--- src/rtl/irq_pick_pkg.sv ---
`timescale 1ns/1ps
// Shared types for the interrupt core selector.
// Assumes idle codes are 3 bits and that a larger code means a deeper state.
package irq_pick_pkg;
    localparam int STATE_W = 3;
    localparam int KEY_W   = STATE_W + 2;
    typedef logic [STATE_W-1:0] cstate_t;
    typedef logic [KEY_W-1:0]   key_t;
    localparam cstate_t ST_ACTIVE = '0;
    // Performance-bias keys for awake cores; they rank after every sleeping core.
    localparam key_t KEY_AWAKE_COOL  = key_t'(1 << (KEY_W - 2));
    localparam key_t KEY_AWAKE_TURBO = key_t'((1 << (KEY_W - 2)) + 1);
endpackage

--- src/rtl/irq_key_gen.sv ---
`timescale 1ns/1ps
// Builds a per-core rank key, where a smaller key means a better target.
// Power bias:       {0, code, turbo}
// Performance bias: sleeping cores {00, code}; awake cores rank after them,
//                   with a non-turbo core ahead of a turbo core.
// Assumes the caller masks out ineligible cores separately.
module irq_key_gen
    import irq_pick_pkg::*;
#(
    parameter int NUM_CORES = 4
) (
    input  logic [NUM_CORES*STATE_W-1:0] idle_state,
    input  logic [NUM_CORES-1:0]         turbo_req,
    input  logic                         perf_mode,
    output logic [NUM_CORES*KEY_W-1:0]   keys_flat
);
    for (genvar i = 0; i < NUM_CORES; i++) begin : g_core
        cstate_t st;
        key_t    key;
        assign st = idle_state[i*STATE_W +: STATE_W];
        // One rank key per core, chosen by the bias mode.
        always_comb begin
            if (!perf_mode) begin
                key = {1'b0, st, turbo_req[i]};
            end else if (st == ST_ACTIVE) begin
                key = turbo_req[i] ? KEY_AWAKE_TURBO : KEY_AWAKE_COOL;
            end else begin
                key = {2'b00, st};
            end
        end
        assign keys_flat[i*KEY_W +: KEY_W] = key;
    end
endmodule

--- src/rtl/irq_min_pick.sv ---
`timescale 1ns/1ps
// Finds the valid entry with the smallest key; on equal keys the lowest index wins.
// It is a linear chain, so the logic depth grows with NUM_CORES, which is
// acceptable for small core counts.
module irq_min_pick #(
    parameter int NUM_CORES = 4,
    parameter int KEY_W     = 5
) (
    input  logic [NUM_CORES*KEY_W-1:0] keys_flat,
    input  logic [NUM_CORES-1:0]       valid,
    output logic [NUM_CORES-1:0]       win_onehot,
    output logic                       any_valid
);
    localparam int IDX_W = (NUM_CORES > 1) ? $clog2(NUM_CORES) : 1;

    logic [KEY_W-1:0] best_key [NUM_CORES+1];
    logic [IDX_W-1:0] best_idx [NUM_CORES+1];
    logic             best_vld [NUM_CORES+1];

    assign best_key[0] = '1;
    assign best_idx[0] = '0;
    assign best_vld[0] = 1'b0;

    for (genvar i = 0; i < NUM_CORES; i++) begin : g_stage
        logic [KEY_W-1:0] k;
        logic             take;
        assign k = keys_flat[i*KEY_W +: KEY_W];
        // Replace the running best only on a strictly smaller key.
        assign take = valid[i] && (!best_vld[i] || (k < best_key[i]));
        assign best_key[i+1] = take ? k : best_key[i];
        assign best_idx[i+1] = take ? IDX_W'(i) : best_idx[i];
        assign best_vld[i+1] = best_vld[i] | valid[i];
    end

    for (genvar j = 0; j < NUM_CORES; j++) begin : g_dec
        assign win_onehot[j] = best_vld[NUM_CORES] && (best_idx[NUM_CORES] == IDX_W'(j));
    end

    assign any_valid = best_vld[NUM_CORES];
endmodule

--- src/rtl/irq_core_picker.sv ---
`timescale 1ns/1ps
// Top of the power-aware interrupt core selector.
// On each req_valid it ranks the eligible cores and registers a one-hot
// target, a wake flag and an empty-mask flag. The result is held until the
// next request. Assumes the inputs are stable at the edge where req_valid
// is sampled.
module irq_core_picker
    import irq_pick_pkg::*;
#(
    parameter int NUM_CORES = 4
) (
    input  logic                         clk,
    input  logic                         rst_n,
    input  logic                         req_valid,
    input  logic [NUM_CORES-1:0]         elig_mask,
    input  logic [NUM_CORES*STATE_W-1:0] idle_state,
    input  logic [NUM_CORES-1:0]         turbo_req,
    input  logic                         perf_mode,
    output logic [NUM_CORES-1:0]         target_onehot,
    output logic                         wake_req,
    output logic                         no_target
);
    logic [NUM_CORES*KEY_W-1:0] keys_flat;
    logic [NUM_CORES-1:0]       win_onehot;
    logic                       any_valid;
    logic [NUM_CORES-1:0]       asleep;
    logic                       win_asleep;

    irq_key_gen #(.NUM_CORES(NUM_CORES)) u_keys (
        .idle_state (idle_state),
        .turbo_req  (turbo_req),
        .perf_mode  (perf_mode),
        .keys_flat  (keys_flat)
    );

    irq_min_pick #(.NUM_CORES(NUM_CORES), .KEY_W(KEY_W)) u_pick (
        .keys_flat  (keys_flat),
        .valid      (elig_mask),
        .win_onehot (win_onehot),
        .any_valid  (any_valid)
    );

    for (genvar i = 0; i < NUM_CORES; i++) begin : g_sleep
        assign asleep[i] = (idle_state[i*STATE_W +: STATE_W] != ST_ACTIVE);
    end

    // The winner needs waking when its idle code is non-zero.
    assign win_asleep = |(win_onehot & asleep);

    // Capture the decision on a request; hold it otherwise.
    always_ff @(posedge clk) begin
        if (!rst_n) begin
            target_onehot <= '0;
            wake_req      <= 1'b0;
            no_target     <= 1'b0;
        end else if (req_valid) begin
            target_onehot <= win_onehot;
            wake_req      <= win_asleep;
            no_target     <= !any_valid;
        end
    end
endmodule

--- config.mk ---
export PLATFORM = sky130hd
export DESIGN_NAME = irq_core_picker
export DESIGN_NICKNAME = d
export VERILOG_FILES = /design/src/rtl/irq_pick_pkg.sv /design/src/rtl/irq_key_gen.sv /design/src/rtl/irq_min_pick.sv /design/src/rtl/irq_core_picker.sv
export SDC_FILE = /design/constraint.sdc
export NUM_CORES = 1
export LEC_CHECK = 0
export ABC_CLOCK_PERIOD_IN_PS = 4900
export BUFFER_PORTS_ARGS = -buffer_cell sky130_fd_sc_hd__buf_2
export CAP_MARGIN = 20
export CORE_MARGIN = 2
export CORE_UTILIZATION = 48
export CTS_CLUSTER_DIAMETER = 60
export DETAILED_ROUTE_END_ITERATION = 12
export PLACE_DENSITY = 0.79
export SYNTH_ARGS = -nofsm -noshare
export SYNTH_HDL_FRONTEND = slang
export SYNTH_HIERARCHICAL = 1
export SYNTH_SLANG_ARGS = --single-unit
--- constraint.sdc ---
create_clock -name clk -period 4.9 [get_ports clk]
set_clock_uncertainty 0.1 [all_clocks]
set_input_delay 0.49 -clock clk [delete_from_list [all_inputs] [get_ports clk]]
set_output_delay 0.49 -clock clk [all_outputs]
set_load 0.005 [all_outputs]
# Yosys cells after proc, flatten, opt, wreduce, memory -nomap -nowiden
# Cells that the tools add are included.
# totals
reg_bits,6
out_inout_bits,6
# op_classes
order_cmp,3
n_eq_ne,3
mux,18
bitwise,4
reduce_logical,24
# op_table
cell,n
two-way mux 5 bit,11
< comparator 5 bit,3
zero test 3 bit,4
nonzero test 3 bit,4
logical AND 1 bit,7
two-way mux 1 bit,5
bitwise AND 4 bit,1
"equality test 2 bit, second input constant",2
zero test 1 bit,4
two-way mux 2 bit,2
OR reduction 4 bit,1
logical OR 1 bit,3
OR 1 bit,3
"equality test 2 x 1 -> 1 bit, second input constant",1
zero test 2 bit,1

# Logic depth before layout (Yosys ltp)
# Gate-level depths: netlist (run 1).
# depth
depth_word,20
ltp_mapped,24

# By module
# Netlist (run 1), hierarchy kept.
# modules_own_cells
module,n_inst,cells_each,area_per_inst_um2,seq_area_each_um2
irq_min_pick,1,83,610.6,0.0
irq_key_gen,1,32,259.0,0.0
irq_core_picker,1,24,257.7,120.1

# Worst setup path before layout (run 1)
# Ideal clock, no wire load.
# synth_path
kind,input to register
start,input perf_mode
end,register wake_req
setup_time_ps,74
t_arrival_ps,4535
slack_ps,191
path_stages,24
path_buffers,1
path_cell_list,buf_2 -> mux2_2 -> nor2b_1 -> ha_1 -> a21oi_1 -> a2111oi_4 -> o21ai_0 -> o31ai_1 -> ha_1 -> o211ai_1 -> nand2_1 -> a21oi_1 -> o21ai_0 -> o21a_4 -> mux2_4 -> ha_1 -> a21oi_1 -> o21ai_0 -> a21oi_1 -> nand2_1 -> a31oi_1 -> o31ai_1 -> and3_1 -> a31oi_1
# synth_via
elab_chain_cells,18
word_cells_on_any_way,29
cone_classes,order compare: 3; eq/ne: 3; mux: 10; bitwise: 1; reduce/logical: 12
# synth_lines
element,line,source
from (decl),irq_core_picker.sv:18,"input logic perf_mode,"
two-way mux 5 bit *,irq_key_gen.sv:23,if (!perf_mode) begin
named net keys_flat[2],irq_core_picker.sv:23,logic [NUM_CORES*KEY_W-1:0] keys_flat;
two-way mux 5 bit *,irq_min_pick.sv:30,assign best_key[i+1] = take ? k : best_key[i];
< comparator 5 bit,irq_min_pick.sv:29,assign take = valid[i] && (!best_vld[i] || (k < best_key[i]));
logical OR 1 bit,irq_min_pick.sv:29,
logical AND 1 bit,irq_min_pick.sv:29,
two-way mux 5 bit,irq_min_pick.sv:30,
< comparator 5 bit,irq_min_pick.sv:29,
[4 not listed],--,
logical OR 1 bit,irq_min_pick.sv:29,
logical AND 1 bit,irq_min_pick.sv:29,
two-way mux 2 bit *,irq_min_pick.sv:31,assign best_idx[i+1] = take ? IDX_W'(i) : best_idx[i];
equality test 2 bit *,irq_min_pick.sv:36,assign win_onehot[j] = best_vld[NUM_CORES] && (best_idx[NUM_CORES] == IDX_W'(j));
logical AND 1 bit *,irq_min_pick.sv:36,
named net win_onehot[3],irq_core_picker.sv:24,logic [NUM_CORES-1:0] win_onehot;
bitwise AND 4 bit *,irq_core_picker.sv:48,assign win_asleep = |(win_onehot & asleep);
OR reduction 4 bit *,irq_core_picker.sv:48,
to (signal assigned),irq_core_picker.sv:58,wake_req <= win_asleep;
to (decl),irq_core_picker.sv:20,"output logic wake_req,"
# Mark *: on every way through the listed nets, which the timed path passes. The rest lies on a longest branch.
# A chain may end at the register's enable or synchronous reset.

# Final worst setup path (run 1)
# layout_path
start,input perf_mode
end,register target_onehot[3]
# layout_via
elab_chain_cells,16
word_cells_on_any_way,21
cone_classes,order compare: 3; eq/ne: 1; mux: 10; reduce/logical: 7
# layout_lines
element,line,source
two-way mux 5 bit *,irq_key_gen.sv:23,
named net keys_flat[2],irq_core_picker.sv:23,
two-way mux 5 bit *,irq_min_pick.sv:30,
< comparator 5 bit,irq_min_pick.sv:29,
logical OR 1 bit,irq_min_pick.sv:29,
logical AND 1 bit,irq_min_pick.sv:29,
two-way mux 5 bit,irq_min_pick.sv:30,
< comparator 5 bit,irq_min_pick.sv:29,
[2 not listed],--,
two-way mux 5 bit,irq_min_pick.sv:30,
< comparator 5 bit,irq_min_pick.sv:29,
logical OR 1 bit,irq_min_pick.sv:29,
logical AND 1 bit,irq_min_pick.sv:29,
two-way mux 2 bit *,irq_min_pick.sv:31,
equality test 2 bit *,irq_min_pick.sv:36,
logical AND 1 bit *,irq_min_pick.sv:36,
named net win_onehot[3],irq_core_picker.sv:24,
to (signal assigned),irq_core_picker.sv:57,target_onehot <= win_onehot;
to (decl),irq_core_picker.sv:19,"output logic [NUM_CORES-1:0] target_onehot,"
# Marked as above.

==> results of run 1 <==
-- worst max-delay path: cells and delay by family --
family	cells	cell delay (ps)
AOI/OAI and AO/OA	8	1140
adders and majority gates	3	880
buffers and inverters	4	580
muxes	3	810
and+or+nand+nor	6	850
-- through the flow --
stage | cell area (um^2) | hold WS (ps) | utilization, % | setup WS [ps] | power (W)
after floorplan | 1139 | 394.8 | - | 190.8 | 0.0001562
after global placement | 1359 | 375.5 | 61.43 | -92.96 | 0.0001978
after detailed placement | 1359 | 394.9 | 61.43 | -281.0 | 0.0002066
after CTS | 1409 | 405.9 | 63.69 | 35.14 | 0.0002603
after global routing | 1538 | 428.5 | 69.51 | -64.67 | 0.0003054
final | 1538 | 405.0 | 69.51 | 195.5 | 0.0002850
-- where the power goes --
part	internal [W]	total, W	switching, W	leakage [nW]
Clock	0.0000278	0.0000471	0.0000193	0.0138
Sequential	0.0000528	0.0000546	0.00000174	0.0492
Combinational	0.0000898	0.000183	0.0000936	0.660
Total	0.000170	0.000285	0.000115	0.723
-- timing repair --
item                                    in CTS  in global routing
endpoints found under the setup margin       1                  5
buffers inserted                             1                  1
resized for setup                            6                 30
hold endpoints to repair                     0                  0
pin swaps                                    1                  7
-- state kept, by name (all words and copies together) (netlist names) --
register / flops
target_onehot: 4
no_target: 1
wake_req: 1
-- cells by family (layout without fill, tap and decap cells) --
group	Yosys count	after routing	synth area share (%)
DFF	6	6	10.66
other	1	4	0.3326
xor gates and xnor gates	1	1	0.7771
AOI/OAI and AO/OA	47	47	30.08
adders and majority gates	10	10	11.10
muxes	19	19	19.87
and+or+nand+nor	38	38	18.76
buffers and inverters	17	56	8.434
-- metal layers --
layer	global-route usage [%]	vias up	routed length [um]
met1	28.28	561	1314
met4	10.26	0	52
met2	43.33	35	1695
met3	5.143	6	142
met5	0	-	0
li1	-	605	-
-- worst paths after layout --
check	start	to	slack (ps)
min	no_target	no_target	410
max	perf_mode	target_onehot[3]	200
max reg2reg	target_onehot[2]	target_onehot[2]	4160
min reg2reg	no_target	no_target	410
-- cell type report --
class | instances | share of cell area, %
Clock buffer | 3 | 1.465
Inverter | 8 | 1.953
Multi-Input combinational cell | 119 | 69.00
Sequential cell | 6 | 7.811
Tap cell | 28 | 2.278
Timing Repair Buffer | 45 | 17.49
-- cells in the final DEF (no fill, tap or decap), types with 3 or more instances in the layout --
cell      instances
o21ai_1           3
mux2_4            4
o31ai_1           4
buf_2            29
o21ai_2           3
mux2i_1           4
buf_4            15
ha_1              9
clkbuf_4          3
o21ai_0           8
mux2_2           11
inv_1             8
nor2b_1           5
o211a_1           3
a21oi_2           6
conb_1            4
dfxtp_1           6
nor3_1            5
nand2_1           9
a22o_1            4
==> run summary, run 1 <==
outcome: finished clean
Top Ports: 30
Layout area overhead: 36.40%
first-pass GRT wire length: 5071 um
Sequential Area: 120.1 um^2
Post-synth top cells: o21ai_0 (15), mux2_2 (11), ha_1 (10), nand2_1 (10)
crit path kind: in2reg
DR pass1 iterations: 4
CP Max Fanout: 6
die width: 52.46 um
Critical Path Start Type: input port
clk sink count: 6
pwr/cell area: 185.4 nW/um^2
vias in the first global route: 1219
initial antenna violation count: 0
DR DRC count: 0
die area: 2752 um^2
Crit. End Element: register
final non-filler cell total: 209
WL/cell: 15.33 um
Longest Clk Path Bufs: 2
Post-synth EDFFs: 0
WP data required: 4940 ps
Final period util: 96.01%
Synth Instances: 139
std cell rows: 17
number of diodes: 0
post-synth top area cell: ha_1
YS warnings: 6
footprint of the multi-input gates: 1061 um^2
Max stage delay cell, worst path: mux2_2
Die Y: 52.46 um
final-report hold violation count: 0
sequential share of the synthesized area: 10.65%
crit-path cells: buf_2, mux2_2, nor2b_4, ha_4, a21oi_4, a2111oi_4, buf_6, o21ai_4, o31ai_4, ha_1, a211oi_2, o21ai_1, o21a_4, mux2_4, ha_1, nand4_1, nor2_2, nand2_2, nand2_1, a31oi_2, buf_4, buf_4, mux2i_1, nor2b_1
VDD IR max: 0.2199 mV
Buffers on Ports: 29
Post-DRT Antenna Nets: 0
clk slew on worst S/H paths: 50 ps
Synth Register Bits: 6
Filler cells: 188
via count: 1207
post-synth top area share: 11.10%
core area: 2212 um^2
Max Cap Viol: 0
vias per std cell: 5.775
dominant synthesized flop cell: dfxtp_1
Overall Global Routing Usage: 24.56%
nets: 217
DRT iter0 DRCs: 15
Worst Path Arrival: 4750 ps
hold-critical path depth: 1
synth top area cells: ha_1 (11%), mux2_2 (11%), dfxtp_1 (11%)
initial core utilization: 50.96%
Syn Area/Cell: 8.110 um^2
number of hold buffers added after CTS: 0
Max Freq: 212.6 MHz
dpl cells: 204
Final Critical Period: 4705 ps
setup violators final: 0
share of cells above drive strength 1: 48.62%
CP peak stage delay: 370 ps
final WL: 3205 um
CTS H-tree lvls: 1
Root Driver: clkbuf_4
CTS tree: built
Clock Latency Late Sink: 250 ps
DP HPWL: 2488 um
class of the worst hold path: reg2reg
R2R depth: 2
RePlAce Congestion: 0.9511
Async S/R FF share, synth: 0%
number of distinct library cells after synthesis: 41
max-slew violations: 0
Leak Pwr: 0.7234 nW
Post-Route Setup TNS: 0 ps
largest net degree at the start of global routing: 13
Post-Syn Area: 1127 um^2
count leader, synth: o21ai_0
Overflow after GRT: 0
CTS Buf Count: 3
No activity file was read; power rests on OpenSTA's default activity.
==> run 2, diff against run 1 <==
CORE_MARGIN = not set   (was 2)
==> run 2 against run 1 <==
Register-to-register slack barely moved. Flip-flop and latch count unchanged. Sequential share of layout area is 0.41 points higher. Global-route usage shrank 0.86 points. Non-clock buffer count rose by 3. Fmax decreased by 1.8%. Die area down 7.5%.
==> run summary, run 2 (same netlist as run 1, synthesis figures left out) <==
RePlAce Congestion: 0.9063
Crit. End Element: register
initial core utilization: 50.96%
DRT iter0 DRCs: 15
Final period util: 97.76%
Post-DRT Antenna Nets: 0
initial antenna violation count: 0
Logic pwr share: 62.3%
Net Sw Power: 0.0001014 W
die width: 50.46 um
Post-Route Setup TNS: 0 ps
clk sink count: 6
Sequential Area: 120.1 um^2
Overflow after GRT: 0
Max Freq: 208.8 MHz
Clock Power Share: 17.1%
crit path kind: in2reg
final-report hold violation count: 0
Hold WS: 396.9 ps
VDD IR max: 0.2063 mV
CTS tree: built
pwr/cell area: 181.5 nW/um^2
Buffers on Ports: 29
Die Y: 50.46 um
Layout area overhead: 29.63%
CTS Buf Count: 3
CTS H-tree lvls: 1
footprint of the multi-input gates: 965.9 um^2
WL/cell: 13.93 um
DR pass1 iterations: 4
dpl cells: 208
largest net degree at the start of global routing: 13
Critical Path Start Type: input port
PnR worst setup slack: 109.9 ps
number of diodes: 0
max FFs per register: 4
DP HPWL: 2423 um
Clock Latency Late Sink: 240 ps
Largest Register: target_onehot
Leak Pwr: 0.7204 nW
Worst Path Arrival: 4860 ps
Top Ports: 30
Root Driver: clkbuf_4
Longest Clk Path Bufs: 2
core area: 2212 um^2
commonest non-fill, non-tap cell in the layout: buf_2
final non-filler cell total: 212
outcome: finished clean
class of the worst hold path: reg2reg
CP Max Fanout: 6
Max Cap Viol: 0
Overall Global Routing Usage: 23.70%
Filler cells: 211
WP data required: 4970 ps
std cell rows: 17
first-pass GRT wire length: 4671 um
setup violators final: 0
via count: 1198
switching share of total power: 38.21%
max-slew violations: 0
vias per std cell: 5.651
Regs by FF count: target_onehot: 4 flops, no_target: 1 flops, wake_req: 1 flops
pre-CTS setup slack: -264.1 ps
final WL: 2954 um
Final Critical Period: 4790 ps
clk slew on worst S/H paths: 40 ps
die area: 2546 um^2
DR DRC count: 0
end-of-flow core utilization: 66.06%
Pint: 0.0001639 W
Seq pwr share: 20.6%
nets: 220
share of cells above drive strength 1: 43.48%
vias in the first global route: 1116
most frequent cells in the layout: buf_2 (29), buf_4 (19), mux2_2 (11)
==> run 2: power by group through the flow <==
stage | registers [W] | clock network [W] | logic (W)
after global routing | 0.0000551 | 0.0000518 | 0.000182
after CTS | 0.0000546 | 0.0000469 | 0.000156
after floorplan | 0.0000559 | 0 | 0.000100
final | 0.0000546 | 0.0000454 | 0.000165
after global placement | 0.0000551 | 0 | 0.000147
after detailed placement | 0.0000554 | 0 | 0.000154
==> run 2: metrics by stage <==
step	power [W]	cell area, um^2
floorplan	0.0001562	1139
global placement	0.0002020	1389
detailed placement	0.0002094	1389
CTS	0.0002575	1415
global route	0.0002886	1461
finish	0.0002653	1461
==> run 2: path summary, 6_finish.rpt <==
| check | depth (start not counted) | endpoint | slack [ps] | start |
|---|---|---|---|---|
| setup / recovery | 22 | wake_req | 110 | perf_mode |
| hold / removal | 1 | no_target | 400 | no_target |
| setup reg to reg | 2 | target_onehot[0] | 4170 | target_onehot[0] |
| hold reg to reg | 1 | no_target | 400 | no_target |
==> run 2: cell type report <==
class	count	area share, %
tap	28	2.397
inverter	8	2.055
clock buffer	3	1.541
sequential	6	8.219
timing repair buffer	48	19.69
multi-input combinational	119	66.10
==> run 2: repair_timing <==
item / in CTS / in global routing
endpoints found under the setup margin: 1 / 4
hold endpoints to repair: 0 / 0
resized for setup: 3 / 13
pin swaps: 2 / 4
hold buffers: 0 / 0
buffers inserted: 0 / 1
==> run 2: critical path: stages <==
cell and delay [ps]:
buf_2 150, mux2_2 350, nor2b_2 140, ha_2 210
a21oi_1 70, a2111oi_4 500, o21ai_1 180, o31ai_2 120
ha_1 320, a211oi_2 230, o21ai_1 130, o21a_4 240
mux2_4 300, ha_1 290, a21oi_1 130, o21ai_1 140
a21oi_2 180, nand2_1 80, a31oi_2 160, o31ai_1 100
and3_1 190, a31oi_1 150
==> run 2: routing by layer <==
layer / vias to the layer above / GRT usage [%] / wire, um
met5: - / 0 / 0
li1: 616 / - / -
met3: 0 / 3.030 / 124
met2: 35 / 47.11 / 1589
met1: 547 / 26.94 / 1240
met4: 0 / 2.778 / 0
